**src/rtl/twin_hex_pkg.sv**
```systemverilog
package twin_hex_pkg;

  typedef struct packed {
    logic tick;      // swap digits on this edge
    logic nextHigh;  // digit to show after the swap: 1 = high nibble
  } scanStrobe_t;

  function automatic logic [6:0] hexToSeg(input logic [3:0] nib);
    logic [6:0] s;
    case (nib)
      4'h0: s = 7'h3F;
      4'h1: s = 7'h06;
      4'h2: s = 7'h5B;
      4'h3: s = 7'h4F;
      4'h4: s = 7'h66;
      4'h5: s = 7'h6D;
      4'h6: s = 7'h7D;
      4'h7: s = 7'h07;
      4'h8: s = 7'h7F;
      4'h9: s = 7'h6F;
      4'hA: s = 7'h77;
      4'hB: s = 7'h7C;
      4'hC: s = 7'h39;
      4'hD: s = 7'h5E;
      4'hE: s = 7'h79;
      default: s = 7'h71;
    endcase
    return s;
  endfunction

endpackage

```
**src/rtl/twin_hex_ctrl.sv**
```systemverilog
module twin_hex_ctrl
  import twin_hex_pkg::*;
#(
  parameter int CLK_HZ     = 25_000_000,
  parameter int REFRESH_HZ = 200
) (
  input  logic        clk,
  input  logic        rst,
  output scanStrobe_t strb
);

  localparam int DWELL = CLK_HZ / (2 * REFRESH_HZ);
  localparam int CNT_W = (DWELL > 2) ? $clog2(DWELL) : 1;
  localparam logic [CNT_W-1:0] TERM = CNT_W'(DWELL - 1);

  logic [CNT_W-1:0] dwellCnt;
  logic             phaseHigh;
  logic             atTerm;

  assign atTerm = (dwellCnt == TERM);

  always_ff @(posedge clk) begin
    if (rst) begin
      dwellCnt  <= '0;
      phaseHigh <= 1'b0;
    end else if (atTerm) begin
      dwellCnt  <= '0;
      phaseHigh <= ~phaseHigh;
    end else begin
      dwellCnt  <= dwellCnt + 1'b1;
    end
  end

  always_comb begin
    strb.tick     = atTerm;
    strb.nextHigh = ~phaseHigh;
  end

  assert_cnt_bound_R3: assert property (@(posedge clk) disable iff (rst)
    dwellCnt <= TERM);

  assert_phase_flip_R3: assert property (@(posedge clk) disable iff (rst)
    atTerm |=> phaseHigh != $past(phaseHigh));

endmodule

```
**src/rtl/twin_hex_dp.sv**
```systemverilog
module twin_hex_dp
  import twin_hex_pkg::*;
(
  input  logic        clk,
  input  logic        rst,
  input  scanStrobe_t strb,
  input  logic [7:0]  hexVal,
  output logic [6:0]  segOut,
  output logic        digitSel
);

  logic [3:0] pickNib;
  logic [6:0] nextSeg;

  always_comb begin
    pickNib = strb.nextHigh ? hexVal[7:4] : hexVal[3:0];
    nextSeg = hexToSeg(pickNib);
  end

  always_ff @(posedge clk) begin
    if (rst) begin
      segOut   <= '0;
      digitSel <= 1'b0;
    end else if (strb.tick) begin
      segOut   <= nextSeg;
      digitSel <= strb.nextHigh;
    end
  end

  assert_hold_between_swaps_R7: assert property (@(posedge clk) disable iff (rst)
    !strb.tick |=> $stable(segOut) && $stable(digitSel));

  assert_sel_toggles_R3: assert property (@(posedge clk) disable iff (rst)
    strb.tick |=> digitSel != $past(digitSel));

  assert_lit_after_swap_R5: assert property (@(posedge clk) disable iff (rst)
    strb.tick |=> segOut != 7'h00);

endmodule

```
**src/rtl/twin_hex_display.sv**
```systemverilog
module twin_hex_display
  import twin_hex_pkg::*;
#(
  parameter int CLK_HZ     = 25_000_000,
  parameter int REFRESH_HZ = 200
) (
  input  logic       clk,
  input  logic       rst,
  input  logic [7:0] hexVal,
  output logic [6:0] segOut,
  output logic       digitSel
);

  scanStrobe_t strb;

  twin_hex_ctrl #(
    .CLK_HZ    (CLK_HZ),
    .REFRESH_HZ(REFRESH_HZ)
  ) i_ctrl (
    .clk (clk),
    .rst (rst),
    .strb(strb)
  );

  twin_hex_dp i_dp (
    .clk     (clk),
    .rst     (rst),
    .strb    (strb),
    .hexVal  (hexVal),
    .segOut  (segOut),
    .digitSel(digitSel)
  );

  assert_blank_in_reset_R1: assert property (@(posedge clk)
    rst |=> segOut == 7'h00 && !digitSel);

endmodule

```
**config.mk**
```make
export PLATFORM = sky130hd
export DESIGN_NAME = twin_hex_display
export DESIGN_NICKNAME = d
export VERILOG_FILES = /design/src/rtl/twin_hex_pkg.sv /design/src/rtl/twin_hex_ctrl.sv /design/src/rtl/twin_hex_dp.sv /design/src/rtl/twin_hex_display.sv
export SDC_FILE = /design/constraint.sdc
export NUM_CORES = 1
export LEC_CHECK = 0
export BUFFER_PORTS_ARGS = -buffer_cell sky130_fd_sc_hd__buf_4
export CORE_ASPECT_RATIO = 1.1
export CORE_MARGIN = 10
export CORE_UTILIZATION = 50
export CTS_BUF_LIST = sky130_fd_sc_hd__clkbuf_4 sky130_fd_sc_hd__clkbuf_8
export CTS_CLUSTER_DIAMETER = 100
export CTS_CLUSTER_SIZE = 14
export DETAILED_ROUTE_END_ITERATION = 6
export PLACE_DENSITY = 0.77
export SYNTH_ARGS = -nofsm -noshare
export SYNTH_HDL_FRONTEND = slang
export SYNTH_HIERARCHICAL = 1
export SYNTH_SLANG_ARGS = --single-unit
```
**constraint.sdc**
```tcl
create_clock -name clk -period 2.8 [get_ports clk]
set_input_delay 0.56 -clock clk [delete_from_list [all_inputs] [get_ports clk]]
set_output_delay 0.56 -clock clk [all_outputs]
set_load 0.02 [all_outputs]
```
# Word-level counts from Yosys, hierarchy flattened
# Memories as Yosys holds them, arrays and structs flattened. A register that Yosys moved wholly into a read port is not among the register bits.
# Cells that the tools add are included.
# Widths: inputs -> output; s select.
dict set report classes {
  n_shift 0
  mul 0
  order_cmp 0
  addsub 1
  muxes 1
  eq_ne 1
  n_bitwise 1
  n_reduce_logical 1
  div 0
}
# op n
set op_table {}
lappend op_table {{$add 16x1->16 const B} 1}
lappend op_table {{$eq 16x16->1 const B} 1}
lappend op_table {{$mux 4} 1}
lappend op_table {{$reduce_or 2->1} 1}
lappend op_table {{$not 1->1} 1}
dict set report totals {
  reg_bits 17
  mem_bits_ro 112
  mem_bits_rw 0
  mem_count 1
  out_inout_bits 8
  latchBits 0
  word_cells 8
  inputBits 10
}
# memory depth word_bits read_ports rd_ports_with_merged_regs write_ports line_no
set mem_list {}
lappend mem_list {{(no name shown)} 16 7 1 1 0 twin_hex_pkg.sv:10} ;# case (nib)

# Depth between registers and ports, before layout
# Gate-level depths: netlist (run 1).
dict set report depth {
  word_depth 2
  depth_mapped 9
  mapped_depth_nobuf 8
}

# By module
# The synthesis (run 1) kept the hierarchy.
# mod area_per_inst_um2 seq_area_each_um2 cells_each n_inst
set by_module_without_submodules {}
lappend by_module_without_submodules {twin_hex_ctrl 804.5 340.3 88 1}
lappend by_module_without_submodules {twin_hex_dp 674.4 160.2 74 1}

# Worst setup path after synthesis (run 1)
# OpenSTA, ideal clock, no wires.
dict set report synth_path {
  path_type {reg2reg}
  start {register i_ctrl.dwellCnt[0]}
  end {register i_dp.segOut[1]}
  path_buffers 2
  path_stages_with_launch 9
  path_slack_ns 0.416
  required_time_ns 2.683
  synth_period_minus_slack_ns 2.384
  arrival_ns 2.268
  path_cell_list {dfxtp_1 -> ha_1 -> or4bb_1 -> or4_4 -> inv_1 -> buf_4 -> clkbuf_1 -> nor2_1 -> a22o_1}
}
dict set report synth_between {
  elab_chain_cells 1
}
# item line_no
set synth_rtl {}
lappend synth_rtl {{from (decl)} twin_hex_ctrl.sv:16} ;# logic [CNT_W-1:0] dwellCnt;
lappend synth_rtl {{from (signal assigned)} twin_hex_ctrl.sv:30} ;# dwellCnt <= dwellCnt + 1'b1;
lappend synth_rtl {{$eq 16x16->1} twin_hex_ctrl.sv:20} ;# assign atTerm = (dwellCnt == TERM);
lappend synth_rtl {{named net i_ctrl.atTerm} twin_hex_ctrl.sv:18} ;# logic atTerm;
lappend synth_rtl {{to (decl)} twin_hex_dp.sv:8} ;# output logic [6:0] segOut,
# The timed path passes the listed nets, and every way through them passes these cells.
# A chain may end at the register's enable or synchronous reset.

==> flow_metrics.tcl, run 1 <==
set metrics [dict create \
    drive_gt1_share_pct 18.1 \
    synth_enable_flop_cells 0 \
    grt_pass1_vias 1180 \
    hold_class "in2reg" \
    reg2regPathDepth 6 \
    timing.critical_path.cells "ha_1 -> or4bb_1 -> or4_4 -> inv_1 -> nand2b_1 -> o32ai_1" \
    clock_insertion_delay_worst_skew_ns 0.33 \
    starting_utilization_of_the_core_area_pct 52.8 \
    outcome "complete, no violations" \
    port-buffer-count 17 \
    syn_nets 180 \
    multi_input_comb_area_sq_um 886 \
    synth_compound_area_share_pct 8.97 \
    synth.largest_area_cell "sky130_fd_sc_hd__dfxtp_1" \
    synth_top_family_by_area "simple AND/OR/NAND/NOR gates" \
    finalSetupTns_ns 0 \
    antenna_cells_inserted 0 \
    number_of_buffers_created_by_cts 3 \
    layout.cell_area.non_filler_sq_mm 0.00162 \
    crit_family "simple AND/OR/NAND/NOR gates" \
    boundary_pin_count 18 \
    yosys-top-cells-count "sky130_fd_sc_hd__nor2_1 (26), sky130_fd_sc_hd__dfxtp_1 (25), sky130_fd_sc_hd__xnor2_1 (10)" \
    post-synth-top-count-cell "sky130_fd_sc_hd__nor2_1" \
    report.power.total_w 0.000598 \
    clockRootBuffer "sky130_fd_sc_hd__clkbuf_4" \
    core_area_sq_mm 0.00280 \
    gp_congestion 0.857 \
    finalHoldViolations 0 \
    skew_ns 0.0130 \
    first_iter_violations 76 \
    route.detailed.wl_per_inst_um 14.9 \
    fillCellCount 250 \
    number_of_antenna_violations_at_the_first_check_in_global_routing 0 \
    vdd_ir_drop_max_uv 243 \
    yosys-top-cells-area "sky130_fd_sc_hd__dfxtp_1 (34%), sky130_fd_sc_hd__ha_1 (6.8%), sky130_fd_sc_hd__nor2_1 (6.6%)" \
    slew_viol_final 0 \
    cts.reportedPaths.clkPinSlew_ns 0.15 \
    rsz_0062_raised_after_global_routing "false" \
    synth.ff_latch_count 25 \
    post_drt_via_cell_ratio 5.57 \
    critPathRequiredTime_ns 3.03 \
    power.density_mw_per_mm2 369 \
    preCtsSetupSlack_ns 0.323 \
    post_synthesis_share_of_cell_area_spent_on_and_or_nand_and_nor_gates_pct 26.6 \
    r2r-end "i_dp/segOut[4]" \
    min-delay-start "rst" \
    timing.critical_path.buf_inv 1 \
    timing_worst_setup_path_type "reg2reg" \
    critical_path.max_fanout 14 \
    critPathSlowestCell "sky130_fd_sc_hd__or4_4" \
    max_freq_mhz 399 \
    placed_area_sq_mm 0.00159 \
    nets 196 \
    holdPathStages 2 \
    die_w_um 71.9 \
    vias 1170 \
    ys_dominant_reg_cell "sky130_fd_sc_hd__dfxtp_1" \
    grt_start_max_net_pins 17 \
    r2r_slack_ns 0.29 \
    cp_slowest_stage_delay_ns 0.52 \
    synthCells 162 \
    mappedNetlistArea_sq_mm 0.00148 \
    synthMuxAreaShare_pct 9.31 \
    p_leak_nw 0.645 \
    area_occupied_by_registers_sq_um 500 \
    post-dp-hpwl_mm 2.41 \
    worstSetupPathDepth 6 \
    wl_met1_mm 1.56 \
    resized_after_cts 0 \
    netlist-cell-type-count 44 \
    final_period_minus_worst_setup_slack_ns 2.51 \
    synth-warning-count 6 \
    cp-end-kind "flop" \
    cts_hold_repair.buffers 0 \
    global_route.overflow_total 0 \
    timing.final.setup_violations 0 \
    cts_max_path_buffers 2 \
    layout_worst_path_cycle_share_pct 89.6 \
    grt_util_all_layers_pct 11.5 \
    max_slew_margin_pct 70.1 \
    die_height_um 77.0 \
    detailroute.wirelength.met3_um 146 \
    worst_hold_path.endpoint "i_ctrl/phaseHigh" \
    rows 20 \
    routed_wl_mm 3.13 \
    drt_drc_violations_left 0 \
    post_synthesis_xor_xnor_area_fraction_pct 8.29 \
    setup.worst_path.start_class "flop" \
    setup_ws_ns 0.291 \
    dieArea_sq_mm 0.00554 \
    worst_slew_pin_slew_ns 0.436 \
    syn_to_final_growth_pct 9.73 \
    post-cts-setup-buffers 0 \
    detailroute.wirelength.met2_mm 1.39 \
    seq_area_frac_synth_pct 33.8 \
    cts_tree "done" \
    grt_first_pass_wirelength_mm 5.42 \
    top_layer "met4" \
    max_cap_viol 0 \
    drt_pre_antenna_iters 4 \
    async_set_or_reset_flop_fraction_in_the_synthesized_netlist_pct 0 \
    startpoint_of_the_most_critical_register_to_register_path "i_ctrl/dwellCnt[0]" \
    arrival_ns 2.73 \
    synthesized_area_fraction_occupied_by_adder_cells_pct 6.77 \
    route.antenna.remaining_nets 0 \
    post-synth-top-area-fraction_pct 33.8 \
    htreeDepth 1 \
    layout.core_utilization_pct 57.9 \
    numClockSinks 25 \
    synth.avg_cell_area_sq_um 9.13 \
]
-- cell type report --
cell class              instances  area share, %
clock inverters                 1          0.463
repair buffers                 18           8.33
inverters                       8           1.85
well taps                      33           2.54
multi-input cells             122           54.6
clock buffers                   3           1.39
flip-flops and latches         25           30.8
-- worst max-delay path by stage --
stage / startpoint / end / slack, ns
5_1_grt: i_ctrl/dwellCnt[0] / i_dp/segOut[4] / 0.09
2_1_floorplan: i_ctrl/dwellCnt[0] / i_dp/segOut[1] / 0.42
6_report: i_ctrl/dwellCnt[0] / i_dp/segOut[4] / 0.29
3_3_place_gp: i_ctrl/dwellCnt[0] / i_dp/segOut[2] / 0.47
4_1_cts: i_ctrl/dwellCnt[0] / i_dp/segOut[2] / 0.29
3_5_place_dp: i_ctrl/dwellCnt[0] / i_dp/segOut[4] / 0.32
-- per-stage QoR --
| step | hold WS, ns | instances |
|---|---|---|
| final | 0.456 | 210 |
| after global routing | 0.448 | 210 |
| after CTS | 0.440 | 210 |
| after detailed placement | 0.454 | 206 |
| after global placement | 0.451 | 206 |
| after floorplan | 0.445 | 162 |
-- layout by cell type (no fill, tap or decap), types with 2 or more instances in the layout --
cell,synthesis,routed
sky130_fd_sc_hd__xor2_1,4,4
sky130_fd_sc_hd__or4_1,2,2
sky130_fd_sc_hd__nor2_2,2,2
sky130_fd_sc_hd__and4_1,2,2
sky130_fd_sc_hd__mux2_2,2,2
sky130_fd_sc_hd__dfxtp_1,25,25
sky130_fd_sc_hd__inv_1,8,8
sky130_fd_sc_hd__o21ai_0,2,2
sky130_fd_sc_hd__nor4_1,2,2
sky130_fd_sc_hd__nand3_1,5,5
sky130_fd_sc_hd__nor2b_1,2,2
sky130_fd_sc_hd__and3b_1,2,2
sky130_fd_sc_hd__mux2i_1,7,7
sky130_fd_sc_hd__xnor2_1,10,10
sky130_fd_sc_hd__clkbuf_4,0,3
sky130_fd_sc_hd__nand4_1,5,5
sky130_fd_sc_hd__nand2b_1,3,3
sky130_fd_sc_hd__or4bb_1,2,2
sky130_fd_sc_hd__buf_4,1,18
sky130_fd_sc_hd__ha_1,8,8
sky130_fd_sc_hd__nand2_1,9,9
sky130_fd_sc_hd__a22o_1,2,2
sky130_fd_sc_hd__nor3_1,4,4
sky130_fd_sc_hd__nor2_1,26,26
sky130_fd_sc_hd__a211oi_1,5,5
sky130_fd_sc_hd__a21oi_1,2,2
-- per-layer routing --
metal | vias to the layer above | track usage [%]
met4 | 0 | 3.49
met2 | 30 | 17.5
met5 | - | 0
li1 | 596 | -
met3 | 4 | 2.70
met1 | 540 | 15.5
-- state kept, by name (all words and copies together), names as in the netlist --
signal            flops
i_ctrl/phaseHigh      1
i_dp/digitSel         1
i_ctrl/dwellCnt      16
i_dp/segOut           7
-- power breakdown --
part | leakage, nW | switching, W | total (W) | internal [W]
clock | 0.0139 | 0.000113 | 0.000167 | 0.0000546
sequential | 0.202 | 0.00000478 | 0.000364 | 0.000359
combinational | 0.429 | 0.0000364 | 0.0000667 | 0.0000303
total | 0.645 | 0.000154 | 0.000598 | 0.000444
-- worst register-to-register path, delay by kind of cell, from the launching register on --
family	cells	cell delay, ns
DFF	1	0.44
buffers and inverters	1	0.33
AOI/OAI and AO/OA	1	0.32
adders and majority gates	1	0.25
and+or+nand+nor	3	1.07
-- logic make-up (layout without fill, tap and decap cells) --
kind of cell / count (synthesis) / in the layout
xor gates and xnor gates: 14 / 14
AOI/OAI and AO/OA: 17 / 17
muxes: 11 / 11
and+or+nand+nor: 72 / 72
adders and majority gates: 8 / 8
DFF: 25 / 25
buffers and inverters: 15 / 30
No activity file was read; power rests on OpenSTA's default activity.
==> inputs of run 2 (changes only) <==
Settings changed: BUFFER_PORTS_ARGS -buffer_cell sky130_fd_sc_hd__buf_4 to -buffer_cell sky130_fd_sc_hd__buf_2.
==> run 2 against run 1 <==
  * Maximum frequency up 0.75%
  * Register-to-register slack improved by 0.02 ns
  * Die area unchanged
==> flow_metrics.tcl, run 2 (same netlist as run 1, synthesis figures left out) <==
set metrics [dict create \
    nets 196 \
    grt_start_max_net_pins 17 \
    timing_worst_setup_path_type "reg2reg" \
    route.antenna.remaining_nets 0 \
    htreeDepth 1 \
    cts.reportedPaths.clkPinSlew_ns 0.14 \
    die_w_um 71.9 \
    cp_slowest_stage_delay_ns 0.52 \
    post-cts-setup-buffers 0 \
    critPathRequiredTime_ns 3.09 \
    placed_area_sq_mm 0.00155 \
    timing.critical_path.buf_inv 1 \
    critical_path.max_fanout 14 \
    finalSetupTns_ns 0 \
    critPathSlowestCell "sky130_fd_sc_hd__or4_4" \
    arrival_ns 2.78 \
    setup.worst_path.start_class "flop" \
    layout.cells.most_common "sky130_fd_sc_hd__nor2_1" \
    clock_insertion_delay_worst_skew_ns 0.32 \
    gp_congestion 0.824 \
    placedCellCount 206 \
    power.density_mw_per_mm2 376 \
    r2r_slack_ns 0.31 \
    antenna_cells_inserted 0 \
    max_cap_viol 0 \
    grt_util_all_layers_pct 10.9 \
    p_leak_nw 0.638 \
    routed_wl_mm 2.93 \
    post_drt_via_cell_ratio 5.47 \
    dieArea_sq_mm 0.00554 \
    hold_class "reg2reg" \
    skew_ns 0.00707 \
    cts_hold_repair.buffers 0 \
    max_slew_margin_pct 68.4 \
    drt_pre_antenna_iters 4 \
    post-dp-hpwl_mm 2.29 \
    timing.final.setup_violations 0 \
    outcome "complete, no violations" \
    syn_to_final_growth_pct 6.85 \
    vdd_ir_drop_max_uv 262 \
    number_of_antenna_violations_at_the_first_check_in_global_routing 0 \
    holdPathStages 1 \
    resized_after_cts 0 \
    finalHoldViolations 0 \
    layout.cells.non_filler 210 \
    first_iter_violations 42 \
    layout.cell_area.non_filler_sq_mm 0.00158 \
    fillCellCount 248 \
    number_of_buffers_created_by_cts 3 \
    grt_pass1_vias 1155 \
    most-common-layout-cells "sky130_fd_sc_hd__nor2_1 (26), sky130_fd_sc_hd__dfxtp_1 (25), sky130_fd_sc_hd__buf_2 (17)" \
    reg2regPathDepth 7 \
    starting_utilization_of_the_core_area_pct 52.8 \
    largest_register_ffs 16 \
    crit_family "simple AND/OR/NAND/NOR gates" \
    final_period_minus_worst_setup_slack_ns 2.49 \
    rsz_0062_raised_after_global_routing "false" \
    vias 1148 \
    core_area_sq_mm 0.00280 \
    cts_tree "done" \
    max_flop_register "i_ctrl/dwellCnt" \
    cp-end-kind "flop" \
    max_freq_mhz 402 \
    route.detailed.wl_per_inst_um 13.9 \
    timing.critical_path.cells "ha_1 -> or4bb_1 -> or4_4 -> inv_1 -> nand2b_1 -> a211oi_1 -> a21o_1" \
    slew_viol_final 0 \
    worstSetupPathDepth 7 \
    drive_gt1_share_pct 18.1 \
    boundary_pin_count 18 \
    cts_max_path_buffers 2 \
    worst_slew_pin_slew_ns 0.461 \
    clockRootBuffer "sky130_fd_sc_hd__clkbuf_4" \
    global_route.overflow_total 0 \
    report.power.total_w 0.000595 \
    numClockSinks 25 \
    die_height_um 77.0 \
    layout_worst_path_cycle_share_pct 88.9 \
    rows 20 \
    drt_drc_violations_left 0 \
    largestRegisters "i_ctrl/dwellCnt: 16 flops, i_dp/segOut: 7 flops" \
    grt_first_pass_wirelength_mm 5.18 \
    port-buffer-count 17 \
]
## run 2: area by class of cell
type	instances	area, sq um	area share (%)
multi-input cells	122	886	56.1
inverters	8	30.0	1.90
flip-flops and latches	25	500	31.7
repair buffers	18	92.6	5.86
clock buffers	3	22.5	1.43
clock inverters	1	7.51	0.475
well taps	33	41.3	2.61
## run 2: final timing paths
path | endpoint | from
max | i_dp/segOut[2] | i_ctrl/dwellCnt[0]
min | i_dp/segOut[2] | i_dp/segOut[2]
max reg2reg | i_dp/segOut[2] | i_ctrl/dwellCnt[0]
min reg2reg | i_dp/segOut[2] | i_dp/segOut[2]
## run 2: metal layers
| layer | vias to the layer above | part of all wire (%) | track usage (%) |
|---|---|---|---|
| met5 | - | 0 | 0 |
| met4 | 0 | 1.2 | 3.88 |
| met3 | 4 | 5.7 | 2.83 |
| met2 | 29 | 43 | 15.9 |
| met1 | 512 | 50 | 14.9 |
| li1 | 603 | - | - |
## run 2: stage by stage
stage | hold WS, ns | setup slack (ns) | utilization, %
2_1_floorplan | 0.445 | 0.416 | -
3_3_place_gp | 0.435 | 0.451 | 55.3
3_5_place_dp | 0.449 | 0.368 | 55.3
4_1_cts | 0.482 | 0.327 | 56.4
5_1_grt | 0.522 | 0.152 | 56.4
6_report | 0.479 | 0.310 | 56.4
## run 2: power by group
| group | internal [W] | leakage (nW) | switching [W] |
|---|---|---|---|
| clock network | 0.0000546 | 0.0139 | 0.000113 |
| logic | 0.0000265 | 0.423 | 0.0000363 |
| registers | 0.000359 | 0.202 | 0.00000465 |
| total | 0.000441 | 0.638 | 0.000154 |
